==> src/rtl/lcdt_pkg.sv <==
package lcdt_pkg;
  localparam int H_W   = 11;
  localparam int V_W   = 10;
  localparam int RGB_W = 24;

  typedef struct packed {
    logic [H_W-1:0] hact;
    logic [H_W-1:0] hbp;
    logic [H_W-1:0] hfp;
    logic [V_W-1:0] vact;
    logic [V_W-1:0] vbp;
    logic [V_W-1:0] vfp;
  } geom_t;

  typedef enum logic [1:0] {
    PROF_WIDE   = 2'd0,
    PROF_MID    = 2'd1,
    PROF_SMALL  = 2'd2,
    PROF_CUSTOM = 2'd3
  } prof_e;

  function automatic geom_t pick_geom(input logic [1:0] sel, input geom_t cust);
    geom_t g;
    case (prof_e'(sel))
      PROF_WIDE: begin
        g.hact = H_W'(800); g.hbp = H_W'(216); g.hfp = H_W'(40);
        g.vact = V_W'(480); g.vbp = V_W'(35);  g.vfp = V_W'(10);
      end
      PROF_MID: begin
        g.hact = H_W'(480); g.hbp = H_W'(43);  g.hfp = H_W'(2);
        g.vact = V_W'(272); g.vbp = V_W'(12);  g.vfp = V_W'(2);
      end
      PROF_SMALL: begin
        g.hact = H_W'(400); g.hbp = H_W'(108); g.hfp = H_W'(20);
        g.vact = V_W'(240); g.vbp = V_W'(20);  g.vfp = V_W'(2);
      end
      default: g = cust;
    endcase
    return g;
  endfunction
endpackage

==> src/rtl/lcdt_scan_ctr.sv <==
module lcdt_scan_ctr #(
  parameter int W = 11
) (
  input  logic         clk,
  input  logic         rst_n,
  input  logic         step,
  input  logic [W-1:0] total,
  output logic [W-1:0] cnt,
  output logic         wrap
);
  assign wrap = step && (cnt == total - W'(1));

  always_ff @(posedge clk) begin
    if (!rst_n)    cnt <= '0;
    else if (wrap) cnt <= '0;
    else if (step) cnt <= cnt + W'(1);
  end

  // the position never leaves the current geometry
  p_cnt_in_range_r2: assert property (@(posedge clk) disable iff (!rst_n)
    cnt < total);
endmodule

==> src/rtl/lcdt_prof_sel.sv <==
module lcdt_prof_sel
  import lcdt_pkg::*;
#(
  parameter bit         USE_SEL_PIN = 1'b1,
  parameter logic [1:0] PROFILE     = 2'd0
) (
  input  logic       clk,
  input  logic       rst_n,
  input  logic       frame_wrap,
  input  logic [1:0] sel,
  input  geom_t      cust,
  output geom_t      geom
);
  logic [1:0] eff_sel;

  generate
    if (USE_SEL_PIN) begin : g_pin
      assign eff_sel = sel;
    end else begin : g_fixed
      assign eff_sel = PROFILE;
    end
  endgenerate

  always_ff @(posedge clk) begin
    if (!rst_n || frame_wrap) geom <= pick_geom(eff_sel, cust);
  end

  // the active geometry moves only at a frame boundary
  p_prof_hold_r8: assert property (@(posedge clk) disable iff (!rst_n)
    !frame_wrap |=> $stable(geom));
endmodule

==> src/rtl/lcdt_out_stage.sv <==
module lcdt_out_stage
  import lcdt_pkg::*;
#(
  parameter int HSW = 1,
  parameter int VSW = 1
) (
  input  logic             clk,
  input  logic             rst_n,
  input  logic [H_W-1:0]   hcnt,
  input  logic [V_W-1:0]   vcnt,
  input  logic [H_W-1:0]   hbp,
  input  logic [H_W-1:0]   hact,
  input  logic [V_W-1:0]   vbp,
  input  logic [V_W-1:0]   vact,
  input  logic [RGB_W-1:0] pix_rgb,
  output logic             pix_req,
  output logic [H_W-1:0]   pix_x,
  output logic [V_W-1:0]   pix_y,
  output logic             lcd_hsync_n,
  output logic             lcd_vsync_n,
  output logic             lcd_de,
  output logic [RGB_W-1:0] lcd_rgb,
  output logic             frame_start
);
  logic h_in, v_in;
  logic hs_a, vs_a;

  assign h_in = (hcnt >= hbp) && (hcnt < hbp + hact);
  assign v_in = (vcnt >= vbp) && (vcnt < vbp + vact);

  // request stage: coordinates for the source, one clock ahead of the panel bus
  always_ff @(posedge clk) begin
    if (!rst_n) begin
      pix_req <= 1'b0;
      pix_x   <= '0;
      pix_y   <= '0;
      hs_a    <= 1'b1;
      vs_a    <= 1'b1;
    end else begin
      pix_req <= h_in && v_in;
      pix_x   <= hcnt - hbp;
      pix_y   <= vcnt - vbp;
      hs_a    <= !(hcnt < H_W'(HSW));
      vs_a    <= !(vcnt < V_W'(VSW));
    end
  end

  // panel stage: syncs, enable and colour leave together
  always_ff @(posedge clk) begin
    if (!rst_n) begin
      lcd_de      <= 1'b0;
      lcd_rgb     <= '0;
      lcd_hsync_n <= 1'b1;
      lcd_vsync_n <= 1'b1;
      frame_start <= 1'b0;
    end else begin
      lcd_de      <= pix_req;
      lcd_rgb     <= pix_req ? pix_rgb : '0;
      lcd_hsync_n <= hs_a;
      lcd_vsync_n <= vs_a;
      frame_start <= pix_req && (pix_x == '0) && (pix_y == '0);
    end
  end

  // the column steps by one through a request run
  p_x_step_r5: assert property (@(posedge clk) disable iff (!rst_n)
    (pix_req && $past(pix_req)) |-> (pix_x == $past(pix_x) + H_W'(1)));
  // a requested column lies inside the active width
  p_x_range_r5: assert property (@(posedge clk) disable iff (!rst_n)
    pix_req |-> (pix_x < hact));
  // enable never overlaps a sync pulse
  p_de_no_sync_r3: assert property (@(posedge clk) disable iff (!rst_n)
    lcd_de |-> (lcd_hsync_n && lcd_vsync_n));
  // the frame marker sits on an enabled pixel
  p_fs_on_de_r7: assert property (@(posedge clk) disable iff (!rst_n)
    frame_start |-> lcd_de);
endmodule

==> src/rtl/lcdt_panel_timing.sv <==
module lcdt_panel_timing
  import lcdt_pkg::*;
#(
  parameter bit         USE_SEL_PIN = 1'b1,
  parameter logic [1:0] PROFILE     = 2'd0,
  parameter int         HSW         = 1,
  parameter int         VSW         = 1,
  parameter int         CUST_HACT   = 640,
  parameter int         CUST_HBP    = 48,
  parameter int         CUST_HFP    = 16,
  parameter int         CUST_VACT   = 360,
  parameter int         CUST_VBP    = 20,
  parameter int         CUST_VFP    = 4
) (
  input  logic             clk,
  input  logic             rst_n,
  input  logic [1:0]       prof_sel,
  output logic             pix_req,
  output logic [H_W-1:0]   pix_x,
  output logic [V_W-1:0]   pix_y,
  input  logic [RGB_W-1:0] pix_rgb,
  output logic             lcd_hsync_n,
  output logic             lcd_vsync_n,
  output logic             lcd_de,
  output logic [RGB_W-1:0] lcd_rgb,
  output logic             frame_start
);
  localparam geom_t CUST_G = '{
    hact: H_W'(CUST_HACT), hbp: H_W'(CUST_HBP), hfp: H_W'(CUST_HFP),
    vact: V_W'(CUST_VACT), vbp: V_W'(CUST_VBP), vfp: V_W'(CUST_VFP)
  };

  geom_t          geom;
  logic [H_W-1:0] h_tot, hcnt;
  logic [V_W-1:0] v_tot, vcnt;
  logic           h_wrap, v_wrap;

  assign h_tot = geom.hact + geom.hbp + geom.hfp;
  assign v_tot = geom.vact + geom.vbp + geom.vfp;

  lcdt_prof_sel #(.USE_SEL_PIN(USE_SEL_PIN), .PROFILE(PROFILE)) u_prof (
    .clk(clk), .rst_n(rst_n), .frame_wrap(v_wrap), .sel(prof_sel),
    .cust(CUST_G), .geom(geom)
  );

  lcdt_scan_ctr #(.W(H_W)) u_hctr (
    .clk(clk), .rst_n(rst_n), .step(1'b1), .total(h_tot),
    .cnt(hcnt), .wrap(h_wrap)
  );

  lcdt_scan_ctr #(.W(V_W)) u_vctr (
    .clk(clk), .rst_n(rst_n), .step(h_wrap), .total(v_tot),
    .cnt(vcnt), .wrap(v_wrap)
  );

  lcdt_out_stage #(.HSW(HSW), .VSW(VSW)) u_out (
    .clk(clk), .rst_n(rst_n), .hcnt(hcnt), .vcnt(vcnt),
    .hbp(geom.hbp), .hact(geom.hact), .vbp(geom.vbp), .vact(geom.vact),
    .pix_rgb(pix_rgb), .pix_req(pix_req), .pix_x(pix_x), .pix_y(pix_y),
    .lcd_hsync_n(lcd_hsync_n), .lcd_vsync_n(lcd_vsync_n), .lcd_de(lcd_de),
    .lcd_rgb(lcd_rgb), .frame_start(frame_start)
  );

  // the line counter moves only when a line ends
  p_v_on_line_end_r4: assert property (@(posedge clk) disable iff (!rst_n)
    !h_wrap |=> $stable(vcnt));
endmodule

==> config.mk <==
export PLATFORM = sky130hd
export DESIGN_NAME = lcdt_panel_timing
export DESIGN_NICKNAME = d
export VERILOG_FILES = /design/src/rtl/lcdt_pkg.sv /design/src/rtl/lcdt_scan_ctr.sv /design/src/rtl/lcdt_prof_sel.sv /design/src/rtl/lcdt_out_stage.sv /design/src/rtl/lcdt_panel_timing.sv
export SDC_FILE = /design/constraint.sdc
export NUM_CORES = 1
export LEC_CHECK = 0
export CAP_MARGIN = 20
export CORE_UTILIZATION = 50
export DETAILED_ROUTE_END_ITERATION = 10
export PLACE_DENSITY = 0.73
export SYNTH_ARGS = -nofsm -noshare
export SYNTH_HDL_FRONTEND = slang
export SYNTH_HIERARCHICAL = 1
export SYNTH_SLANG_ARGS = --single-unit
==> constraint.sdc <==
create_clock -name clk -period 6.1 [get_ports clk]
set_input_delay 0.915 -clock clk [delete_from_list [all_inputs] [get_ports clk]]
set_output_delay 0.915 -clock clk [all_outputs]
set_load 0.01 [all_outputs]
==> results of run 1 <==
-- cell usage after synthesis (3+ instances only) --
cell / number
or3_1: 6
or2_2: 5
nor3b_2: 3
ha_1: 84
o31ai_1: 5
nor2_1: 53
edfxtp_1: 63
nand4_1: 13
and3_1: 28
a21boi_0: 3
dfxtp_1: 73
a21o_1: 14
mux2i_1: 4
xnor2_1: 67
a21oi_1: 43
nand2b_1: 19
o2111ai_1: 4
fa_1: 25
inv_1: 73
o21a_1: 7
a31oi_1: 13
nor3b_1: 3
nand2_1: 86
xor2_1: 22
and2_1: 34
o21ai_0: 15
nand3_1: 22
buf_6: 5
o211ai_1: 7
o21ai_1: 4
clkbuf_1: 14
nor4_1: 13
buf_2: 6
nor2_2: 6
nor3_1: 23
nor2b_1: 11
o21bai_1: 8
-- sequential cells by signal (all words and copies together), names as in the netlist --
name	cells
u_out/vs_a	1
u_out/pix_x	11
u_out/frame_start	1
u_out/lcd_de	1
u_out/lcd_vsync_n	1
u_hctr/cnt	11
u_out/hs_a	1
u_out/lcd_rgb	24
u_out/pix_y	10
u_vctr/cnt	10
u_out/pix_req	1
u_out/lcd_hsync_n	1
u_prof/geom	63
-- cell type report --
| cell class | instances | area [um2] |
|---|---|---|
| timing repair buffer | 83 | 848 |
| clock buffer | 19 | 464 |
| fill | 1513 | 6990 |
| tap | 229 | 287 |
| sequential | 136 | 3350 |
| clock inverter | 12 | 148 |
| inverter | 73 | 274 |
| multi-input combinational | 768 | 5600 |
-- routing by layer --
layer	vias to the layer above	track usage	part of all wire
li1	3520	-	-
met1	3172	0.267	0.45
met2	205	0.360	0.47
met3	37	0.0405	0.060
met4	0	0.0989	0.026
met5	-	0	0
-- path summary, 6_finish.rpt --
path / startpoint / end / slack [ps]
setup / recovery: u_prof/geom[42] / u_prof/geom[31] / 470
hold / removal: u_out/vs_a / u_out/lcd_vsync_n / 410
setup reg to reg: u_prof/geom[42] / u_prof/geom[31] / 470
hold reg to reg: u_out/vs_a / u_out/lcd_vsync_n / 410
-- critical path, stage by stage (launching register included) --
cell       delay [ps]
edfxtp_1          510
fa_1              560
ha_1              170
inv_1              50
fa_1              400
nor2b_1           200
o2111ai_1         120
nand3_1           140
nor2_1             60
xnor2_1           160
or4_1             540
nor3_1            200
xnor2_1           140
nand4_1           150
a221oi_4          270
nand3_1            90
or3_1             430
nor4b_1           310
o211a_1           180
nand2b_2          360
buf_12            250
-- where the power goes --
group	total (mW)	leakage [nW]	internal, mW	switching, mW
registers	1.06	1.20	1.01	0.0486
logic	1.18	3.27	0.510	0.671
clock network	1.06	0.308	0.673	0.383
total	3.30	4.78	2.20	1.10
-- logic make-up after synthesis --
family	Yosys count	share of synthesized area
AO/OA/AOI/OAI	149	0.117
buffers and inverters	101	0.0472
AND/OR/NAND/NOR	351	0.207
multiplexers	6	0.00684
adder cells (fa/ha/maj)	109	0.170
other	2	0.000821
flip-flops	136	0.366
XOR/XNOR	89	0.0852
-- metrics by stage --
stage                     hold slack (ps)  total power, mW  utilization  std cells
after floorplan                       386             2.00            -       1005
after global placement                388             2.22        0.576       1288
after detailed placement              401             2.25        0.576       1288
after CTS                             415             3.31        0.610       1319
after global routing                  425             3.50        0.611       1320
final                                 410             3.30        0.611       1320
==> reports/qor.yml, run 1 <==
detailed_routing:
  vias: 6934
  via_per_inst: 5.25
  drc: 0
  drtIter0Drc: 436
  drt_wl_total_mm: 19.2
  post_drt_wl_per_cell_um: 14.6
  ant_nets: 0
  drtPass1Iterations: 5
placed_design:
  place_area_mm2: 0.0103
  pre_cts_ws_ps: 434
  hpwl_mm: 15.0
  placement.io_buffers: 77
  routabilityCongestion: 0.891
grt:
  grt_pass1_wl_mm: 30.9
  first_global_vias: 6557
  grt_antenna_before_repair: 0
  grt_overflow: 0
  track_usage: 0.215
  grt_max_degree: 70
synth:
  netlist_top_cells_area: "edfxtp_1, dfxtp_1, ha_1"
  asyncSetResetFlopFracSynth: 0
  ys.flop_type: "dfxtp_1"
  synth-seq-cells: 136
  yosysUniqueCellTypes: 78
  synth-edff-count: 63
  yosysWarnings: 6
  synth_top_cell_area_share: 0.207
  netlist_area_mm2: 0.00915
  syn_avg_cell_area_um2: 9.70
  yosys.area.top_type: "edfxtp_1"
  netlist_instances: 943
  seq_area_frac_synth: 0.366
floorplan:
  core_mm2: 0.0180
  die_w_um: 137
  start_util: 0.509
  dieArea_mm2: 0.0188
  die_y_um: 137
  fp-row-count: 49
  io_pins: 78
clock_network:
  holdBufCountCts: 0
  clock_latency_ps: 420
  post_cts_buffers: 0
  ctsRootBufferMaster: "clkbuf_16"
  cts_buffers: 17
  clockBufferDepth: 2
  cts_num_sinks: 136
  cts_repair_resize_count: 0
  cts_tree: "done"
  path_clk_slew_ps: 50
  htreeDepth: 4
sta:
  timing.fmax_mhz: 178
  fin_tns_setup_ps: 0
  rsz0062_at_grt: "false"
  fin_crit_ps: 5630
  hold_viol: 0
  fin_skew_ps: 6.65
  min_period_over_period: 0.922
  drv_slew: 0
  worst_pin_slew_ps: 881
  setup_ws_ps: 474
  setup-violations-final: 0
  relSlewSlack: 0.412
critical_path:
  path_class: "reg2reg"
  cp_data_arrival_time_ps: 5740
  reg2regPathDepth: 20
  startpoint_type: "register"
  required_ps: 6220
  cp-end-kind: "register"
  crit_fanout: 30
power:
  ir_drop_mv: 0.177
  leakage_nw: 4.78
  p_per_area_mw_per_mm2: 301
worst_hold_path:
  whs_path_depth: 1
  hold_class: "reg2reg"
flow_run:
  cap_violations: 0
cells_and_area:
  postLayoutCellArea_mm2: 0.0110
  n_antenna_cell: 0
  nets: 1216
  final_layout_size_suffix_gt1_frac: 0.0742
  layout_commonest_cell: "nand2_1"
  layout_common_cells: "nand2_1, ha_1, clkdlybuf4s50_1"
  syn2layout_area_growth_pct: 20.0
status:
  status: "finished clean"
No activity file was read; power rests on OpenSTA's default activity.
==> run 2, diff against run 1 <==
--- a/config.mk
+++ b/config.mk
@@ -6,9 +6,11 @@
 export NUM_CORES = 1
 export LEC_CHECK = 0
 export CAP_MARGIN = 20
-export CORE_UTILIZATION = 50
+export CELL_PAD_IN_SITES_DETAIL_PLACEMENT = 1
+export CELL_PAD_IN_SITES_GLOBAL_PLACEMENT = 1
+export CORE_UTILIZATION = 42
 export DETAILED_ROUTE_END_ITERATION = 10
-export PLACE_DENSITY = 0.73
+export PLACE_DENSITY_LB_ADDON = 0.1
 export SYNTH_ARGS = -nofsm -noshare
 export SYNTH_HDL_FRONTEND = slang
 export SYNTH_HIERARCHICAL = 1
==> run 2 against run 1 <==
Non-clock buffer count fell by 2. Worst setup slack improved by 15 ps. Sequential power barely moved. Final cell count rose by 3.4%.
==> reports/qor.yml, run 2 (same netlist as run 1, synthesis figures left out) <==
critical_path:
  crit_fanout: 63
  required_ps: 6180
  cp-end-kind: "register"
  path_class: "reg2reg"
  reg2regPathDepth: 20
  startpoint_type: "register"
  cp_data_arrival_time_ps: 5690
cells_and_area:
  n_antenna_cell: 0
  largestRegisters: "u_prof/geom (63), u_out/lcd_rgb (24)"
  layout_commonest_cell: "nand2_1"
  final_layout_size_suffix_gt1_frac: 0.0725
  regMostFlops: "u_prof/geom"
  final_util: 0.515
  layout_common_cells: "nand2_1, ha_1, clkdlybuf4s50_1"
  nets: 1214
  largest_reg_flops: 63
  syn2layout_area_growth_pct: 19.4
floorplan:
  core_mm2: 0.0212
  dieArea_mm2: 0.0224
  die_y_um: 150
  die_w_um: 150
  io_pins: 78
  fp-row-count: 53
  start_util: 0.431
placed_design:
  routabilityCongestion: 0.823
  hpwl_mm: 17.7
  placement.io_buffers: 77
detailed_routing:
  drt_wl_total_mm: 23.3
  vias: 7072
  post_drt_wl_per_cell_um: 17.0
  drtPass1Iterations: 4
  drtIter0Drc: 335
  ant_nets: 0
  drc: 0
  via_per_inst: 5.18
power:
  ir_drop_mv: 0.134
  leakage_nw: 4.73
  p_per_area_mw_per_mm2: 298
sta:
  min_period_over_period: 0.920
  timing.fmax_mhz: 178
  fin_crit_ps: 5610
  drv_slew: 0
  fin_skew_ps: 13.6
  fin_tns_setup_ps: 0
  hold_viol: 0
  worst_pin_slew_ps: 921
  setup-violations-final: 0
  relSlewSlack: 0.386
  rsz0062_at_grt: "false"
grt:
  grt_pass1_wl_mm: 37.8
  first_global_vias: 7275
  track_usage: 0.219
  grt_overflow: 0
  grt_antenna_before_repair: 0
  grt_max_degree: 64
clock_network:
  clockBufferDepth: 2
  cts_repair_resize_count: 0
  ctsRootBufferMaster: "clkbuf_16"
  cts_tree: "done"
  cts_buffers: 17
  post_cts_buffers: 0
  htreeDepth: 4
  path_clk_slew_ps: 60
  cts_num_sinks: 136
  clock_latency_ps: 430
  holdBufCountCts: 0
worst_hold_path:
  hold_class: "reg2reg"
  whs_path_depth: 1
status:
  status: "finished clean"
flow_run:
  cap_violations: 0
[run 2: cell types whose count changed in the layout (fill, tap and decap cells not counted)]
cell,before,now
inv_6,0,6
bufinv_16,3,0
buf_12,3,1
clkinv_2,5,3
clkbuf_16,18,17
clkbuf_8,1,0
inv_1,73,74
inv_8,0,1
[run 2: path summary, 6_finish.rpt]
| kind | start | end | slack [ps] |
|---|---|---|---|
| worst max-delay path | u_prof/geom[42] | u_prof/geom[46] | 490 |
| worst min-delay path | u_out/vs_a | u_out/lcd_vsync_n | 410 |
| worst max register to register | u_prof/geom[42] | u_prof/geom[46] | 490 |
| worst min register to register | u_out/vs_a | u_out/lcd_vsync_n | 410 |
[run 2: where the power goes]
| part | internal, mW | switching, mW |
|---|---|---|
| clock network | 0.528 | 0.441 |
| registers | 1.01 | 0.0475 |
| logic | 0.511 | 0.718 |
[run 2: layer usage]
metal	routed length (um)	global-route usage	part of all wire
met1	11500	0.306	0.49
met2	10600	0.349	0.46
met3	931	0.0345	0.040
met4	264	0.0587	0.011
met5	0	0	0
[run 2: final cells by class]
cell class	instances	area, um2
fill	2420	10300
multi-input combinational	768	5600
sequential	136	3350
timing repair buffer	81	808
clock buffer	17	425
tap	275	344
inverter	73	274
clock inverter	15	115
[run 2: worst max-delay path, stage by stage (launching register included)]
cell       delay, ps
edfxtp_1         520
fa_1             570
ha_1             180
inv_1             60
fa_1             390
nor2b_1          180
o2111ai_1        120
nand3_1          150
nor2_1            70
xnor2_1          170
or4_1            550
nor3_1           200
xnor2_1          140
nand4_1          160
a221oi_4         290
nand3_1          120
or3_1            440
nor4b_1          300
o211a_1          180
nand2b_2         130
buf_12           320
[run 2: stage by stage]
step / area [um2] / hold slack, ps / instances / power, mW / setup WS [ps]
2_1_floorplan: 9390 / 386 / 1005 / 2.00 / 70.1
3_3_place_gp: 10400 / 391 / 1333 / 2.27 / 612
3_5_place_dp: 10400 / 397 / 1333 / 2.30 / 439
4_1_cts: 10900 / 412 / 1365 / 3.29 / 411
5_1_grt: 10900 / 426 / 1365 / 3.47 / 145
6_report: 10900 / 408 / 1365 / 3.26 / 488
